**src/rtl/dxs_pkg.sv**
```systemverilog
package dxs_pkg;

    typedef enum logic [1:0] {
        PH_IDLE  = 2'd0,
        PH_FILL  = 2'd1,
        PH_DRAIN = 2'd2
    } phase_e;

    typedef struct packed {
        logic        ok;
        logic [15:0] row;
    } short_t;

    // Short sweep trails the long one; wraps around the frame height.
    function automatic short_t short_of(input logic [15:0] n,
                                        input logic [15:0] off,
                                        input logic [15:0] rows);
        short_t s;
        if (n >= off) begin
            s.ok  = 1'b1;
            s.row = n - off;
        end else begin
            s.ok  = 1'b0;
            s.row = n + rows - off;
        end
        return s;
    endfunction

    function automatic logic [15:0] clamp_rows(input logic [15:0] req,
                                               input logic [15:0] max_rows);
        if (req == 16'd0)
            return 16'd1;
        else if (req > max_rows)
            return max_rows;
        else
            return req;
    endfunction

endpackage

```
**src/rtl/dxs_row_sched.sv**
```systemverilog
module dxs_row_sched
    import dxs_pkg::*;
#(
    parameter int MAX_ROWS = 12,
    parameter int ROW_W    = 4
) (
    input  logic             clk,
    input  logic             rst,
    input  logic             start,
    input  logic [ROW_W-1:0] cfg_rows,
    input  logic [ROW_W-1:0] cfg_offset,
    input  logic             fill_done,
    input  logic             drain_last,
    output phase_e           phase,
    output logic [ROW_W-1:0] long_row,
    output logic [ROW_W-1:0] short_row,
    output logic             short_ok,
    output logic             slot_clear,
    output logic             frame_done
);

    phase_e           ph_q;
    logic [ROW_W-1:0] rows_q;
    logic [ROW_W-1:0] off_q;
    logic [ROW_W-1:0] n_q;
    logic             done_q;
    logic [ROW_W-1:0] rows_eff;
    logic [ROW_W-1:0] off_eff;
    logic             last_slot;
    short_t           sh;

    always_comb begin
        rows_eff = ROW_W'(clamp_rows(16'(cfg_rows), 16'(MAX_ROWS)));
        if (cfg_offset > rows_eff - 1'b1)
            off_eff = rows_eff - 1'b1;
        else
            off_eff = cfg_offset;
    end

    assign last_slot  = (n_q == rows_q - 1'b1);
    assign slot_clear = ((ph_q == PH_IDLE) && start) ||
                        ((ph_q == PH_DRAIN) && drain_last && !last_slot);

    always_ff @(posedge clk) begin
        if (rst) begin
            ph_q   <= PH_IDLE;
            rows_q <= '0;
            off_q  <= '0;
            n_q    <= '0;
            done_q <= 1'b0;
        end else begin
            done_q <= 1'b0;
            unique case (ph_q)
                PH_IDLE: begin
                    if (start) begin
                        rows_q <= rows_eff;
                        off_q  <= off_eff;
                        n_q    <= '0;
                        ph_q   <= PH_FILL;
                    end
                end
                PH_FILL: begin
                    if (fill_done)
                        ph_q <= PH_DRAIN;
                end
                PH_DRAIN: begin
                    if (drain_last) begin
                        if (last_slot) begin
                            ph_q   <= PH_IDLE;
                            n_q    <= '0;
                            done_q <= 1'b1;
                        end else begin
                            n_q  <= n_q + 1'b1;
                            ph_q <= PH_FILL;
                        end
                    end
                end
                default: ph_q <= PH_IDLE;
            endcase
        end
    end

    assign sh         = short_of(16'(n_q), 16'(off_q), 16'(rows_q));
    assign phase      = ph_q;
    assign long_row   = n_q;
    assign short_row  = sh.row[ROW_W-1:0];
    assign short_ok   = sh.ok;
    assign frame_done = done_q;

endmodule

```
**src/rtl/dxs_hold_bank.sv**
```systemverilog
module dxs_hold_bank #(
    parameter int NCOLS = 6,
    parameter int COL_W = 3,
    parameter int DW    = 16
) (
    input  logic             clk,
    input  logic             rst,
    input  logic             clear,
    input  logic             we,
    input  logic [COL_W-1:0] wcol,
    input  logic [DW-1:0]    wdata,
    input  logic [COL_W-1:0] rcol,
    output logic [DW-1:0]    rdata,
    output logic             full
);

    logic [DW-1:0] mem_q [NCOLS];
    logic [NCOLS-1:0] seen_q;

    for (genvar c = 0; c < NCOLS; c++) begin : g_col
        always_ff @(posedge clk) begin
            if (we && (int'(wcol) == c))
                mem_q[c] <= wdata;
        end

        always_ff @(posedge clk) begin
            if (rst || clear)
                seen_q[c] <= 1'b0;
            else if (we && (int'(wcol) == c))
                seen_q[c] <= 1'b1;
        end
    end

    assign rdata = mem_q[rcol];
    assign full  = &seen_q;

endmodule

```
**src/rtl/dxs_pair_drain.sv**
```systemverilog
module dxs_pair_drain #(
    parameter int NCOLS = 6,
    parameter int COL_W = 3
) (
    input  logic             clk,
    input  logic             rst,
    input  logic             en,
    input  logic             ready,
    output logic             valid,
    output logic [COL_W-1:0] col,
    output logic             last
);

    logic [COL_W-1:0] col_q;
    logic             fire;

    assign valid = en;
    assign fire  = en && ready;
    assign last  = fire && (col_q == COL_W'(NCOLS - 1));
    assign col   = col_q;

    always_ff @(posedge clk) begin
        if (rst)
            col_q <= '0;
        else if (last)
            col_q <= '0;
        else if (fire)
            col_q <= col_q + 1'b1;
    end

endmodule

```
**src/rtl/dual_exposure_pair_sched.sv**
```systemverilog
module dual_exposure_pair_sched
    import dxs_pkg::*;
#(
    parameter int NCOLS    = 6,
    parameter int MAX_ROWS = 12,
    parameter int DW       = 16,
    localparam int COL_W   = (NCOLS > 1) ? $clog2(NCOLS) : 1,
    localparam int ROW_W   = $clog2(MAX_ROWS + 1)
) (
    input  logic             clk,
    input  logic             rst,
    input  logic             start,
    input  logic [ROW_W-1:0] cfg_rows,
    input  logic [ROW_W-1:0] cfg_offset,
    output logic             busy,
    output logic             filling,
    output logic [ROW_W-1:0] slot_long_row,
    output logic [ROW_W-1:0] slot_short_row,
    output logic             slot_short_ok,
    input  logic             wr_up,
    input  logic             wr_lo,
    input  logic [COL_W-1:0] wr_col,
    input  logic [DW-1:0]    wr_data,
    output logic             out_valid,
    input  logic             out_ready,
    output logic [COL_W-1:0] out_col,
    output logic [ROW_W-1:0] out_long_row,
    output logic [ROW_W-1:0] out_short_row,
    output logic             out_short_ok,
    output logic [DW-1:0]    out_upper,
    output logic [DW-1:0]    out_lower,
    output logic             frame_done
);

    phase_e           phase;
    logic             slot_clear;
    logic             fill_done;
    logic             drain_last;
    logic             col_in_range;
    logic             up_we;
    logic             lo_we;
    logic             up_full;
    logic             lo_full;
    logic [DW-1:0]    up_rd;
    logic [DW-1:0]    lo_rd;
    logic [COL_W-1:0] rd_col;
    logic [ROW_W-1:0] long_row;
    logic [ROW_W-1:0] short_row;
    logic             short_ok;

    dxs_row_sched #(
        .MAX_ROWS (MAX_ROWS),
        .ROW_W    (ROW_W)
    ) u_sched (
        .clk        (clk),
        .rst        (rst),
        .start      (start),
        .cfg_rows   (cfg_rows),
        .cfg_offset (cfg_offset),
        .fill_done  (fill_done),
        .drain_last (drain_last),
        .phase      (phase),
        .long_row   (long_row),
        .short_row  (short_row),
        .short_ok   (short_ok),
        .slot_clear (slot_clear),
        .frame_done (frame_done)
    );

    assign filling      = (phase == PH_FILL);
    assign busy         = (phase != PH_IDLE);
    assign col_in_range = (int'(wr_col) < NCOLS);
    assign up_we        = filling && wr_up && col_in_range;
    assign lo_we        = filling && wr_lo && col_in_range && short_ok;
    assign fill_done    = up_full && (lo_full || !short_ok);

    dxs_hold_bank #(.NCOLS(NCOLS), .COL_W(COL_W), .DW(DW)) u_upper (
        .clk   (clk),
        .rst   (rst),
        .clear (slot_clear),
        .we    (up_we),
        .wcol  (wr_col),
        .wdata (wr_data),
        .rcol  (rd_col),
        .rdata (up_rd),
        .full  (up_full)
    );

    dxs_hold_bank #(.NCOLS(NCOLS), .COL_W(COL_W), .DW(DW)) u_lower (
        .clk   (clk),
        .rst   (rst),
        .clear (slot_clear),
        .we    (lo_we),
        .wcol  (wr_col),
        .wdata (wr_data),
        .rcol  (rd_col),
        .rdata (lo_rd),
        .full  (lo_full)
    );

    dxs_pair_drain #(.NCOLS(NCOLS), .COL_W(COL_W)) u_drain (
        .clk   (clk),
        .rst   (rst),
        .en    (phase == PH_DRAIN),
        .ready (out_ready),
        .valid (out_valid),
        .col   (rd_col),
        .last  (drain_last)
    );

    assign slot_long_row  = long_row;
    assign slot_short_row = short_row;
    assign slot_short_ok  = short_ok;
    assign out_col        = rd_col;
    assign out_long_row   = long_row;
    assign out_short_row  = short_row;
    assign out_short_ok   = short_ok;
    assign out_upper      = up_rd;
    assign out_lower      = short_ok ? lo_rd : '0;

endmodule

```
**config.mk**
```make
export PLATFORM = sky130hd
export DESIGN_NAME = dual_exposure_pair_sched
export DESIGN_NICKNAME = d
export VERILOG_FILES = /design/src/rtl/dxs_pkg.sv /design/src/rtl/dxs_row_sched.sv /design/src/rtl/dxs_hold_bank.sv /design/src/rtl/dxs_pair_drain.sv /design/src/rtl/dual_exposure_pair_sched.sv
export SDC_FILE = /design/constraint.sdc
export NUM_CORES = 1
export LEC_CHECK = 0
export ABC_AREA = 1
export BUFFER_PORTS_ARGS = -buffer_cell sky130_fd_sc_hd__buf_4
export CAP_MARGIN = 20
export CORE_UTILIZATION = 45
export DETAILED_ROUTE_END_ITERATION = 6
export PLACE_DENSITY = 0.68
export SETUP_SLACK_MARGIN = 0.3
export SYNTH_ARGS = -nofsm -noshare
export SYNTH_HDL_FRONTEND = slang
export SYNTH_HIERARCHICAL = 1
export SYNTH_SLANG_ARGS = --single-unit
export TNS_END_PERCENT = 5
```
**constraint.sdc**
```tcl
create_clock -name clk -period 3 [get_ports clk]
set_input_delay 0.45 -clock clk [delete_from_list [all_inputs] [get_ports clk]]
set_output_delay 0.45 -clock clk [all_outputs]
set_load 0.05 [all_outputs]
```
==> flow_metrics.py, run 1 <==
metrics = {
    "timing": {
        "total_negative_slack_ns": 0,
        "relSlewSlack_pct": 46.3,
        "final.period_utilization_pct": 97.6,
        "hold_viol_final": 0,
        "report.final.slew_viol_count": 0,
        "timing.clock.skew_ns": 0.0121,
        "setup-violations-final": 0,
        "post-route-min-period_ns": 2.93,
        "whs_ns": 0.184,
        "timing_worst_slew_pin_value_ns": 0.805,
        "fmaxAchievable_ghz": 0.342,
        "grt_setup_unrepaired": "yes",
    },
    "run": {
        "cap_viol_max_count": 0,
    },
    "synth": {
        "syn_nets": 994,
        "synthesis.area_per_instance_sq_um": 10.4,
        "synth_async_sr_flop_share_pct": 0,
        "synth_top_flop_cell": "sky130_fd_sc_hd__edfxtp_1",
        "postSynthRegisterBits": 222,
        "synth.yosys.seq_area_share_pct": 64.7,
        "synth_area_leaders": "sky130_fd_sc_hd__edfxtp_1 59%, sky130_fd_sc_hd__nand2_1 8.7%, sky130_fd_sc_hd__nand3_1 6.2%",
        "synthDominantAreaCellType": "sky130_fd_sc_hd__edfxtp_1",
        "synth_cells": 942,
        "synthMostInstantiatedCell": "sky130_fd_sc_hd__nand2_1",
        "post_synth_num_cell_types": 38,
        "synth_largest_type_area_fraction_pct": 58.6,
        "mappedNetlistArea_sq_um": 9840,
        "yosys_warnings": 6,
        "synth_edf_count": 192,
        "netlist_top_cells_count": "229 x sky130_fd_sc_hd__nand2_1, 192 x sky130_fd_sc_hd__edfxtp_1, 121 x sky130_fd_sc_hd__nand3_1",
    },
    "placed_design": {
        "gpl.final_weighted_congestion": 0.821,
        "dp_hpwl_microns": 13100,
        "portBuffers": 89,
    },
    "finish": {
        "area_growth_syn_to_layout_pct": 22.9,
        "multi_input_comb_area_sq_um": 3110,
        "nFillCells": 1750,
        "post_route_cells_drive_above_1_share_pct": 23.8,
        "finalCoreUtilization_pct": 57.0,
        "register_area_sq_um": 6390,
        "layout.nets": 1093,
        "insertedDiodeCount": 0,
    },
    "route": {
        "initialDrtViolationCount": 477,
        "detailedRoute.firstPassIterationCount": 5,
        "num_vias": 6817,
        "drtAntennaViolNets": 0,
        "finalWirelength_microns": 22000,
        "wl_per_cell_microns": 16.5,
        "drt-vias-per-instance": 5.12,
        "post-route-drc-count": 0,
    },
    "pwr": {
        "total_switching_power_w": 0.00241,
        "p_clk_share_pct": 33.4,
        "power.combinational.fraction_pct": 24.4,
        "intPower_w": 0.00570,
        "ir_worst_vdd_mv": 0.428,
        "total_leakage_power_nw": 4.84,
        "power-per-cell-area_nw_per_um2": 671,
        "sw_frac_of_total_pct": 29.7,
        "part_of_the_power_in_registers_pct": 42.2,
        "totalPowerFinal_w": 0.00811,
    },
    "die": {
        "die_area_sq_um": 22500,
        "die_wd_microns": 150,
        "fp.coreArea_sq_um": 21200,
        "num_rows": 53,
        "chipHeight_microns": 150,
        "initial_utilization_pct": 46.4,
        "ios": 90,
    },
    "grt": {
        "antenna_violations_before_repair": 0,
        "grt_max_degree": 49,
        "grt_pass1_vias": 6213,
        "grt_util_all_layers_pct": 19.0,
        "first_pass_grt_wire_length_microns": 32600,
        "global_route_overflow": 0,
    },
    "critical_path": {
        "largest_fanout_on_the_critical_path": 2,
        "timing.critical_path.from_type": "flip-flop",
        "worstSetupPathType": "flip-flop to output port",
        "cp-end-kind": "output port",
        "cp_data_required_time_ns": 2.55,
        "cp_data_arrival_time_ns": 2.48,
    },
    "clock_tree": {
        "ctsRootBufferMaster": "sky130_fd_sc_hd__clkbuf_16",
        "clkTransAtPathRegs_ns": 0.06,
        "cts_made_buffers": 23,
        "number_of_buffers_on_the_longest_clock_path": 3,
        "tritoncts": "built",
        "cts_htree_levels": 1,
        "insertion_delay_ns": 0.51,
        "tritoncts_num_sinks": 222,
    },
    "outcome": {
        "run_status": "finished, final reports clean",
    },
    "min_path": {
        "hold_path.class": "primary input to flip-flop",
    },
}
==> repair_timing <==
item / in CTS / in global routing
buffers inserted: 2 / 11
endpoints found under the setup margin: 25 / 106
gates cloned: 0 / 2
hold buffers: 0 / 0
pin swaps: 6 / 14
resized for setup: 13 / 118
==> per-layer routing <==
metal  wire length [microns]  part of all wire, %  global-route usage, %  vias to the layer above
li1                        -                    -                      -                     3337
met2                   10400                   47                   30.9                      206
met5                       0                    0                      0                        -
met4                     599                  2.7                   5.71                        0
met1                    9580                   44                   26.3                     3226
met3                    1380                  6.3                   2.84                       48
==> power groups by stage <==
| stage | logic, W | clock network, W | registers (W) |
|---|---|---|---|
| after CTS | 0.00158 | 0.00277 | 0.00342 |
| after floorplan | 0.00118 | 0 | 0.00349 |
| after global placement | 0.00150 | 0 | 0.00349 |
| after global routing | 0.00208 | 0.00287 | 0.00343 |
| final | 0.00198 | 0.00271 | 0.00343 |
| after detailed placement | 0.00151 | 0 | 0.00349 |
==> flip-flops by register name, summed over array words and instances, names as in the netlist <==
| name | count |
|---|---|
| u_lower/mem_q | 96 |
| u_sched/off_q | 4 |
| u_lower/seen_q | 6 |
| u_upper/mem_q | 96 |
| u_sched/phase | 2 |
| u_drain/col | 3 |
| u_upper/seen_q | 6 |
| u_sched/long_row | 4 |
| u_sched/frame_done | 1 |
| u_sched/rows_q | 4 |
==> per-stage QoR <==
stage / instance area (sq um) / setup slack (ns) / cells
floorplan: 9930 / 0.279 / 942
global placement: 10700 / 0.375 / 1276
detailed placement: 10700 / 0.364 / 1276
CTS: 11500 / 0.0423 / 1318
global route: 12100 / -0.0379 / 1331
finish: 12100 / 0.0717 / 1331
==> area by class of cell <==
type / instances / share of cell area [%]
clock buffer: 26 / 4.85
sequential: 222 / 52.9
timing repair buffer: 121 / 9.54
multi-input combinational: 579 / 25.7
tap: 275 / 2.85
clock inverter: 14 / 1.07
inverter: 94 / 3.12
==> worst max-delay path: stages (launching register included) <==
cell and delay [ns]:
sky130_fd_sc_hd__dfxtp_2 0.33, sky130_fd_sc_hd__inv_2 0.05, sky130_fd_sc_hd__fa_1 0.56, sky130_fd_sc_hd__inv_2 0.06, sky130_fd_sc_hd__ha_4 0.20, sky130_fd_sc_hd__a21o_1 0.18
sky130_fd_sc_hd__a21oi_4 0.12, sky130_fd_sc_hd__inv_1 0.05, sky130_fd_sc_hd__nand2_1 0.06, sky130_fd_sc_hd__nand2_1 0.06, sky130_fd_sc_hd__nand3_2 0.07, sky130_fd_sc_hd__nand2_4 0.07
sky130_fd_sc_hd__buf_8 0.15
==> final timing paths <==
path,startpoint,cells after the start,slack [ns],to
worst max-delay path,u_sched/rows_q[1],12,0.07,out_short_row[3]
worst max register to register,u_sched/long_row[1],13,0.42,u_lower/mem_q[1][4]
worst min-delay path,rst,2,0.18,u_sched/phase[1]
worst min register to register,u_upper/seen_q[3],2,0.45,u_upper/seen_q[3]
==> placed cells by master (no fill, tap or decap), types with 21 or more instances in the layout <==
cell / Yosys / final
sky130_fd_sc_hd__inv_1: 88 / 62
sky130_fd_sc_hd__edfxtp_1: 192 / 192
sky130_fd_sc_hd__dfxtp_1: 30 / 21
sky130_fd_sc_hd__nand2_4: 4 / 23
sky130_fd_sc_hd__nor2_1: 101 / 96
sky130_fd_sc_hd__nand3_1: 121 / 118
sky130_fd_sc_hd__inv_2: 6 / 25
sky130_fd_sc_hd__buf_4: 18 / 88
sky130_fd_sc_hd__o21ai_0: 24 / 24
sky130_fd_sc_hd__clkbuf_16: 0 / 25
sky130_fd_sc_hd__nand2_1: 229 / 212
==> cell families (layout without fill, tap and decap cells) <==
| group | Yosys count | after routing | synth area share [%] |
|---|---|---|---|
| XOR/XNOR | 10 | 10 | 0.967 |
| multiplexers | 1 | 1 | 0.102 |
| adder cells (fa/ha/maj) | 19 | 19 | 2.72 |
| AO/OA/AOI/OAI | 68 | 68 | 3.71 |
| AND/OR/NAND/NOR | 481 | 481 | 20.9 |
| buffers and inverters | 141 | 255 | 6.88 |
| flip-flops | 222 | 222 | 64.7 |
(Power assumes the default switching activity.)
==> run 2, diff against run 1 <==
CELL_PAD_IN_SITES_DETAIL_PLACEMENT = 1   (was not set)
CELL_PAD_IN_SITES_GLOBAL_PLACEMENT = 2   (was not set)
CORE_UTILIZATION = 40   (was 45)
PLACE_DENSITY = 0.84   (was 0.68)
SYNTH_HIERARCHICAL = not set   (was 1)
==> flow_metrics.py, run 2 <==
metrics = {
    "timing": {
        "total_negative_slack_ns": -0.599,
        "post-route-min-period_ns": 3.15,
        "timing_worst_slew_pin_value_ns": 0.809,
        "relSlewSlack_pct": 46.0,
        "fmaxAchievable_ghz": 0.317,
        "hold_viol_final": 0,
        "postLayoutSetupSlackWorst_ns": -0.152,
        "grt_setup_unrepaired": "yes",
        "timing.clock.skew_ns": 0.0155,
        "setup-violations-final": 6,
        "final.period_utilization_pct": 105,
        "report.final.slew_viol_count": 0,
    },
    "synth": {
        "synth_cells": 806,
        "synthMostInstantiatedCell": "sky130_fd_sc_hd__edfxtp_1",
        "mappedNetlistArea_sq_um": 9520,
        "post_synth_xor_area_fraction_pct": 1.10,
        "postSynthRegisterBits": 225,
        "synthMuxAreaShare_pct": 0.210,
        "synth_edf_count": 192,
        "post_synth_num_cell_types": 36,
        "netlist_top_cells_count": "192 x sky130_fd_sc_hd__edfxtp_1, 126 x sky130_fd_sc_hd__nand2_1, 71 x sky130_fd_sc_hd__o21ai_0",
        "synth_largest_type_area_fraction_pct": 60.6,
        "synthAdderAreaFrac_pct": 3.13,
        "syn_nets": 861,
        "yosys_warnings": 0,
        "synth.yosys.seq_area_share_pct": 67.5,
        "main_combinational_cell_family_by_area_after_synthesis": "compound AO/OA/AOI/OAI gates",
        "synth-simple-area-share_pct": 11.1,
        "synth_top_flop_cell": "sky130_fd_sc_hd__edfxtp_1",
        "synth_async_sr_flop_share_pct": 0,
        "synth_compound_area_share_pct": 11.6,
        "synthDominantAreaCellType": "sky130_fd_sc_hd__edfxtp_1",
        "synthesis.area_per_instance_sq_um": 11.8,
        "synth_area_leaders": "sky130_fd_sc_hd__edfxtp_1 61%, sky130_fd_sc_hd__dfxtp_1 6.9%, sky130_fd_sc_hd__nand2_1 5.0%",
    },
    "route": {
        "initialDrtViolationCount": 346,
        "drt-vias-per-instance": 5.15,
        "detailedRoute.firstPassIterationCount": 5,
        "drtAntennaViolNets": 0,
        "wl_per_cell_microns": 18.7,
        "num_vias": 6392,
        "post-route-drc-count": 0,
        "finalWirelength_microns": 23200,
    },
    "finish": {
        "filler_free_cell_count_of_the_finished_design": 1241,
        "layout_commonest_cell": "sky130_fd_sc_hd__edfxtp_1",
        "area_growth_syn_to_layout_pct": 21.2,
        "insertedDiodeCount": 0,
        "reg_top3": "u_lower.mem_q x96, u_upper.mem_q x96",
        "finalCoreUtilization_pct": 49.3,
        "final_cell_mix": "192 x sky130_fd_sc_hd__edfxtp_1, 122 x sky130_fd_sc_hd__nand2_1, 100 x sky130_fd_sc_hd__buf_4",
        "layout.nets": 959,
        "post_route_cells_drive_above_1_share_pct": 22.7,
    },
    "clock_tree": {
        "number_of_buffers_on_the_longest_clock_path": 3,
        "insertion_delay_ns": 0.52,
        "cts_htree_levels": 1,
        "tritoncts_num_sinks": 225,
        "tritoncts": "built",
        "ctsRootBufferMaster": "sky130_fd_sc_hd__clkbuf_16",
        "cts_made_buffers": 24,
        "clkTransAtPathRegs_ns": 0.06,
    },
    "pwr": {
        "power-per-cell-area_nw_per_um2": 639,
        "total_leakage_power_nw": 4.33,
        "ir_worst_vdd_mv": 0.391,
    },
    "grt": {
        "grt_pass1_vias": 6702,
        "first_pass_grt_wire_length_microns": 36300,
        "antenna_violations_before_repair": 0,
        "grt_max_degree": 97,
        "global_route_overflow": 0,
        "grt_util_all_layers_pct": 19.3,
    },
    "die": {
        "ios": 90,
        "die_area_sq_um": 24400,
        "die_wd_microns": 156,
        "num_rows": 56,
        "fp.coreArea_sq_um": 23400,
        "initial_utilization_pct": 40.7,
        "chipHeight_microns": 156,
    },
    "min_path": {
        "min_delay_path_depth": 2,
        "hold_path.class": "primary input to flip-flop",
    },
    "run": {
        "cap_viol_max_count": 0,
    },
    "outcome": {
        "run_status": "complete, but fails checks",
        "violations": "negative setup slack",
    },
    "placed_design": {
        "dp_hpwl_microns": 14200,
        "placedCellCount": 1188,
        "portBuffers": 89,
        "gpl.final_weighted_congestion": 0.739,
    },
    "critical_path": {
        "cp_data_required_time_ns": 2.55,
        "timing.critical_path.from_type": "flip-flop",
        "worstSetupPathType": "flip-flop to output port",
        "cp_data_arrival_time_ns": 2.70,
        "largest_fanout_on_the_critical_path": 5,
        "reg2regPathDepth": 10,
        "cp-end-kind": "output port",
    },
}
[run 2: path summary, 6_finish.rpt]
path | from | endpoint | slack (ns)
max | u_sched.long_row[1] | out_short_row[3] | -0.15
min | rst | u_sched.phase[1] | 0.21
max reg2reg | u_sched.off_q[2] | u_lower.mem_q[3][4] | 0.81
min reg2reg | u_lower.seen_q[0] | u_lower.seen_q[0] | 0.45
[run 2: per-layer routing]
layer	global-route usage (%)	up-vias	routed length (microns)
met5	0	-	0
met4	5.37	0	342
met3	3.24	26	1230
met2	33.4	158	11600
met1	24.9	3149	10000
li1	-	3059	-
[run 2: through the flow]
stage | total power [W] | instance area (sq um) | setup WS (ns) | hold WS, ns
2_1_floorplan | 0.00431 | 9580 | 0.151 | 0.423
3_3_place_gp | 0.00463 | 10600 | 0.320 | 0.435
3_5_place_dp | 0.00464 | 10600 | 0.272 | 0.446
4_1_cts | 0.00741 | 11400 | -0.193 | 0.186
5_1_grt | 0.00762 | 11500 | -0.287 | 0.202
6_report | 0.00737 | 11500 | -0.152 | 0.206
[run 2: cell families after synthesis]
kind of cell | Yosys count
DFF | 225
muxes | 2
and+or+nand+nor | 246
AOI/OAI and AO/OA | 191
xor gates and xnor gates | 12
buffers and inverters | 108
adders and majority gates | 22
[run 2: cell type report]
type	count	area (sq um)
Timing Repair Buffer	118	996
Inverter	62	239
Fill cell	2510	11900
Sequential cell	225	6440
Clock buffer	31	647
Tap cell	319	399
Clock inverter	13	67.6
Multi-Input combinational cell	473	2740
[run 2: report_power, final]
| part | switching, W | total [W] | internal, W |
|---|---|---|---|
| clock network | 0.00115 | 0.00267 | 0.00152 |
| registers | 0.0000188 | 0.00345 | 0.00343 |
| logic | 0.000818 | 0.00125 | 0.000436 |
| total | 0.00199 | 0.00737 | 0.00538 |
[run 2: what timing repair did]
| item | CTS | global route |
|---|---|---|
| buffers inserted | 3 | 6 |
| hold buffers | 0 | 0 |
| setup endpoints to repair | 27 | 31 |
| gates cloned | 0 | 0 |
| pin swaps | 11 | 8 |
| resized for setup | 31 | 10 |
[run 2: worst max-delay path, stage by stage (launching register included)]
cell and delay (ns):
sky130_fd_sc_hd__dfxtp_4 0.39, sky130_fd_sc_hd__clkinvlp_4 0.13, sky130_fd_sc_hd__fa_2 0.62, sky130_fd_sc_hd__inv_2 0.05, sky130_fd_sc_hd__ha_4 0.26, sky130_fd_sc_hd__nand3b_1 0.08, sky130_fd_sc_hd__nand2_2 0.09, sky130_fd_sc_hd__xor2_1 0.15
sky130_fd_sc_hd__nand2_1 0.06, sky130_fd_sc_hd__nand2_1 0.08, sky130_fd_sc_hd__nand2_2 0.06, sky130_fd_sc_hd__nand2_4 0.07, sky130_fd_sc_hd__buf_8 0.14
==> run 3, diff against run 2 <==
CORE_UTILIZATION = 36   (was 40)
PLACE_DENSITY = 0.8   (was 0.84)
clock period = 2.75 ns   (was 3 ns; I/O delays follow)
==> flow_metrics.py, run 3 (same netlist as run 2, synthesis figures left out) <==
metrics = {
    "outcome": {
        "run_status": "complete, but fails checks",
        "violations": "negative setup slack",
    },
    "route": {
        "post-route-drc-count": 0,
        "initialDrtViolationCount": 416,
        "wl_per_cell_microns": 18.4,
        "num_vias": 6360,
        "drtAntennaViolNets": 0,
        "detailedRoute.firstPassIterationCount": 7,
        "drt-vias-per-instance": 5.07,
        "finalWirelength_microns": 23100,
    },
    "timing": {
        "report.final.slew_viol_count": 0,
        "grt_setup_unrepaired": "yes",
        "final.period_utilization_pct": 113,
        "postLayoutSetupSlackWorst_ns": -0.361,
        "timing.clock.skew_ns": 0.0123,
        "setup-violations-final": 21,
        "hold_viol_final": 0,
        "timing_worst_slew_pin_value_ns": 0.389,
        "post-route-min-period_ns": 3.11,
        "whs_ns": 0.126,
        "relSlewSlack_pct": 74.1,
        "fmaxAchievable_ghz": 0.321,
    },
    "critical_path": {
        "critPathMaxStageDelay_ns": 0.39,
        "crit_start": "u_sched.long_row[0]",
        "crit_cells": 13,
        "critical_path.reg2reg.endpoint": "u_lower.mem_q[3][13]",
        "reg2regPathDepth": 12,
        "crit_path_top_delay_cell": "sky130_fd_sc_hd__fa_2",
        "cp_data_arrival_time_ns": 2.70,
        "critPathTopFamily": "adder cells",
        "cp_capture_point": "slot_short_row[3]",
        "crit_buf_inv": 2,
        "timing.critical_path.from_type": "flip-flop",
        "largest_fanout_on_the_critical_path": 3,
        "worstSetupPathType": "flip-flop to output port",
        "cp-end-kind": "output port",
        "path_cells": "ha_4 > inv_2 > fa_2 > xnor2_2 > ha_4 > a21oi_2 > nand2_2 > xor2_1 > nand2_1 > nand2_1 > nand2_2 > nand2_4 > buf_8",
        "crit-reg2reg-launch": "u_sched.long_row[0]",
        "cp_data_required_time_ns": 2.34,
        "setup.reg_to_reg.worst_slack_ns": 0.51,
    },
    "grt": {
        "grt_util_all_layers_pct": 17.5,
        "global_route_overflow": 0,
        "antenna_violations_before_repair": 0,
        "grt_pass1_vias": 6704,
        "first_pass_grt_wire_length_microns": 36500,
        "grt_max_degree": 59,
    },
    "min_path": {
        "hold_path.class": "primary input to flip-flop",
    },
    "placed_design": {
        "portBuffers": 89,
        "gpl.final_weighted_congestion": 0.802,
        "dp_hpwl_microns": 14400,
        "place_area_sq_um": 10600,
    },
    "finish": {
        "register_area_sq_um": 6440,
        "layout_commonest_cell": "sky130_fd_sc_hd__edfxtp_1",
        "layout.nets": 957,
        "reg_top3": "u_lower.mem_q x96, u_upper.mem_q x96",
        "postLayoutCellArea_sq_um": 11700,
        "nFillCells": 2767,
        "multi_input_comb_area_sq_um": 2800,
        "area_growth_syn_to_layout_pct": 22.9,
        "insertedDiodeCount": 0,
        "final_cell_mix": "192 x sky130_fd_sc_hd__edfxtp_1, 121 x sky130_fd_sc_hd__nand2_1, 84 x sky130_fd_sc_hd__buf_4",
        "post_route_cells_drive_above_1_share_pct": 24.5,
    },
    "clock_tree": {
        "number_of_buffers_on_the_longest_clock_path": 3,
        "clkTransAtPathRegs_ns": 0.05,
        "cts_made_buffers": 25,
        "ctsRootBufferMaster": "sky130_fd_sc_hd__clkbuf_16",
        "tritoncts": "built",
        "cts_htree_levels": 1,
        "insertion_delay_ns": 0.52,
        "tritoncts_num_sinks": 225,
        "ctsHoldBuffers": 0,
    },
    "die": {
        "chipHeight_microns": 165,
        "fp.coreArea_sq_um": 26000,
        "ios": 90,
        "die_area_sq_um": 27100,
        "num_rows": 59,
        "initial_utilization_pct": 36.6,
        "die_wd_microns": 165,
    },
    "pwr": {
        "total_leakage_power_nw": 4.37,
        "sw_frac_of_total_pct": 27.3,
        "intPower_w": 0.00593,
        "totalPowerFinal_w": 0.00815,
        "part_of_the_power_in_registers_pct": 46.1,
        "power-per-cell-area_nw_per_um2": 697,
        "total_switching_power_w": 0.00222,
        "ir_worst_vdd_mv": 0.430,
        "p_clk_share_pct": 36.9,
        "power.combinational.fraction_pct": 17.0,
    },
    "run": {
        "cap_viol_max_count": 0,
    },
}
## run 3: metal layers
layer	wire [microns]	vias up	part of all wire [%]	global-route usage, %
met4	317	0	1.4	3.50
li1	-	3049	-	-
met5	0	-	0	0
met1	10300	3183	45	23.1
met3	894	19	3.9	2.86
met2	11500	109	50	30.2
## run 3: repair_timing
action,in CTS,in global routing
buffers inserted,1,1
setup endpoints to repair,42,42
resized for setup,48,44
pin swaps,9,13
gates cloned,0,0
## run 3: per-stage QoR
stage | std cells | setup TNS [ns] | setup WS, ns | util [%]
2_1_floorplan | 806 | -3.24 | -0.0986 | -
3_3_place_gp | 1208 | 0 | 0.0799 | 40.9
3_5_place_dp | 1208 | 0 | 0.0390 | 40.9
4_1_cts | 1254 | -1.34 | -0.398 | 44.5
5_1_grt | 1255 | -4.26 | -0.503 | 45.0
6_report | 1255 | -1.72 | -0.361 | 45.0
## run 3: power by group through the flow
stage | registers (W) | logic [W] | clock network (W)
2_1_floorplan | 0.00384 | 0.000868 | 0
3_3_place_gp | 0.00383 | 0.00123 | 0
3_5_place_dp | 0.00383 | 0.00124 | 0
4_1_cts | 0.00376 | 0.00135 | 0.00309
5_1_grt | 0.00376 | 0.00147 | 0.00321
6_report | 0.00376 | 0.00139 | 0.00301
## run 3: how the worst min path moves through the flow
stage | start | endpoint | slack [ns] | cells past startpoint
3_3_place_gp | u_lower.seen_q[0] | u_lower.seen_q[0] | 0.43 | 2
3_5_place_dp | u_lower.seen_q[0] | u_lower.seen_q[0] | 0.44 | 2
4_1_cts | cfg_rows[3] | u_sched.rows_q[3] | 0.11 | 3
6_report | cfg_rows[3] | u_sched.rows_q[3] | 0.13 | 3
2_1_floorplan | u_lower.seen_q[4] | u_lower.seen_q[4] | 0.42 | 2
5_1_grt | rst | u_sched.phase[1] | 0.13 | 2
## run 3: cell type report
type / instances / share of cell area (%)
flip-flops and latches: 225 / 55.1
multi-input cells: 473 / 23.9
repair buffers: 115 / 8.93
clock buffers: 32 / 5.66
well taps: 335 / 3.58
inverters: 62 / 2.15
clock inverters: 13 / 0.652
## run 3: worst register-to-register path, delay by kind of cell (launching register included)
kind	cells	cell delay [ns]
fa+ha+maj	1	0.16
buf+inv	6	0.83
flops	1	0.36
simple gates	5	0.58
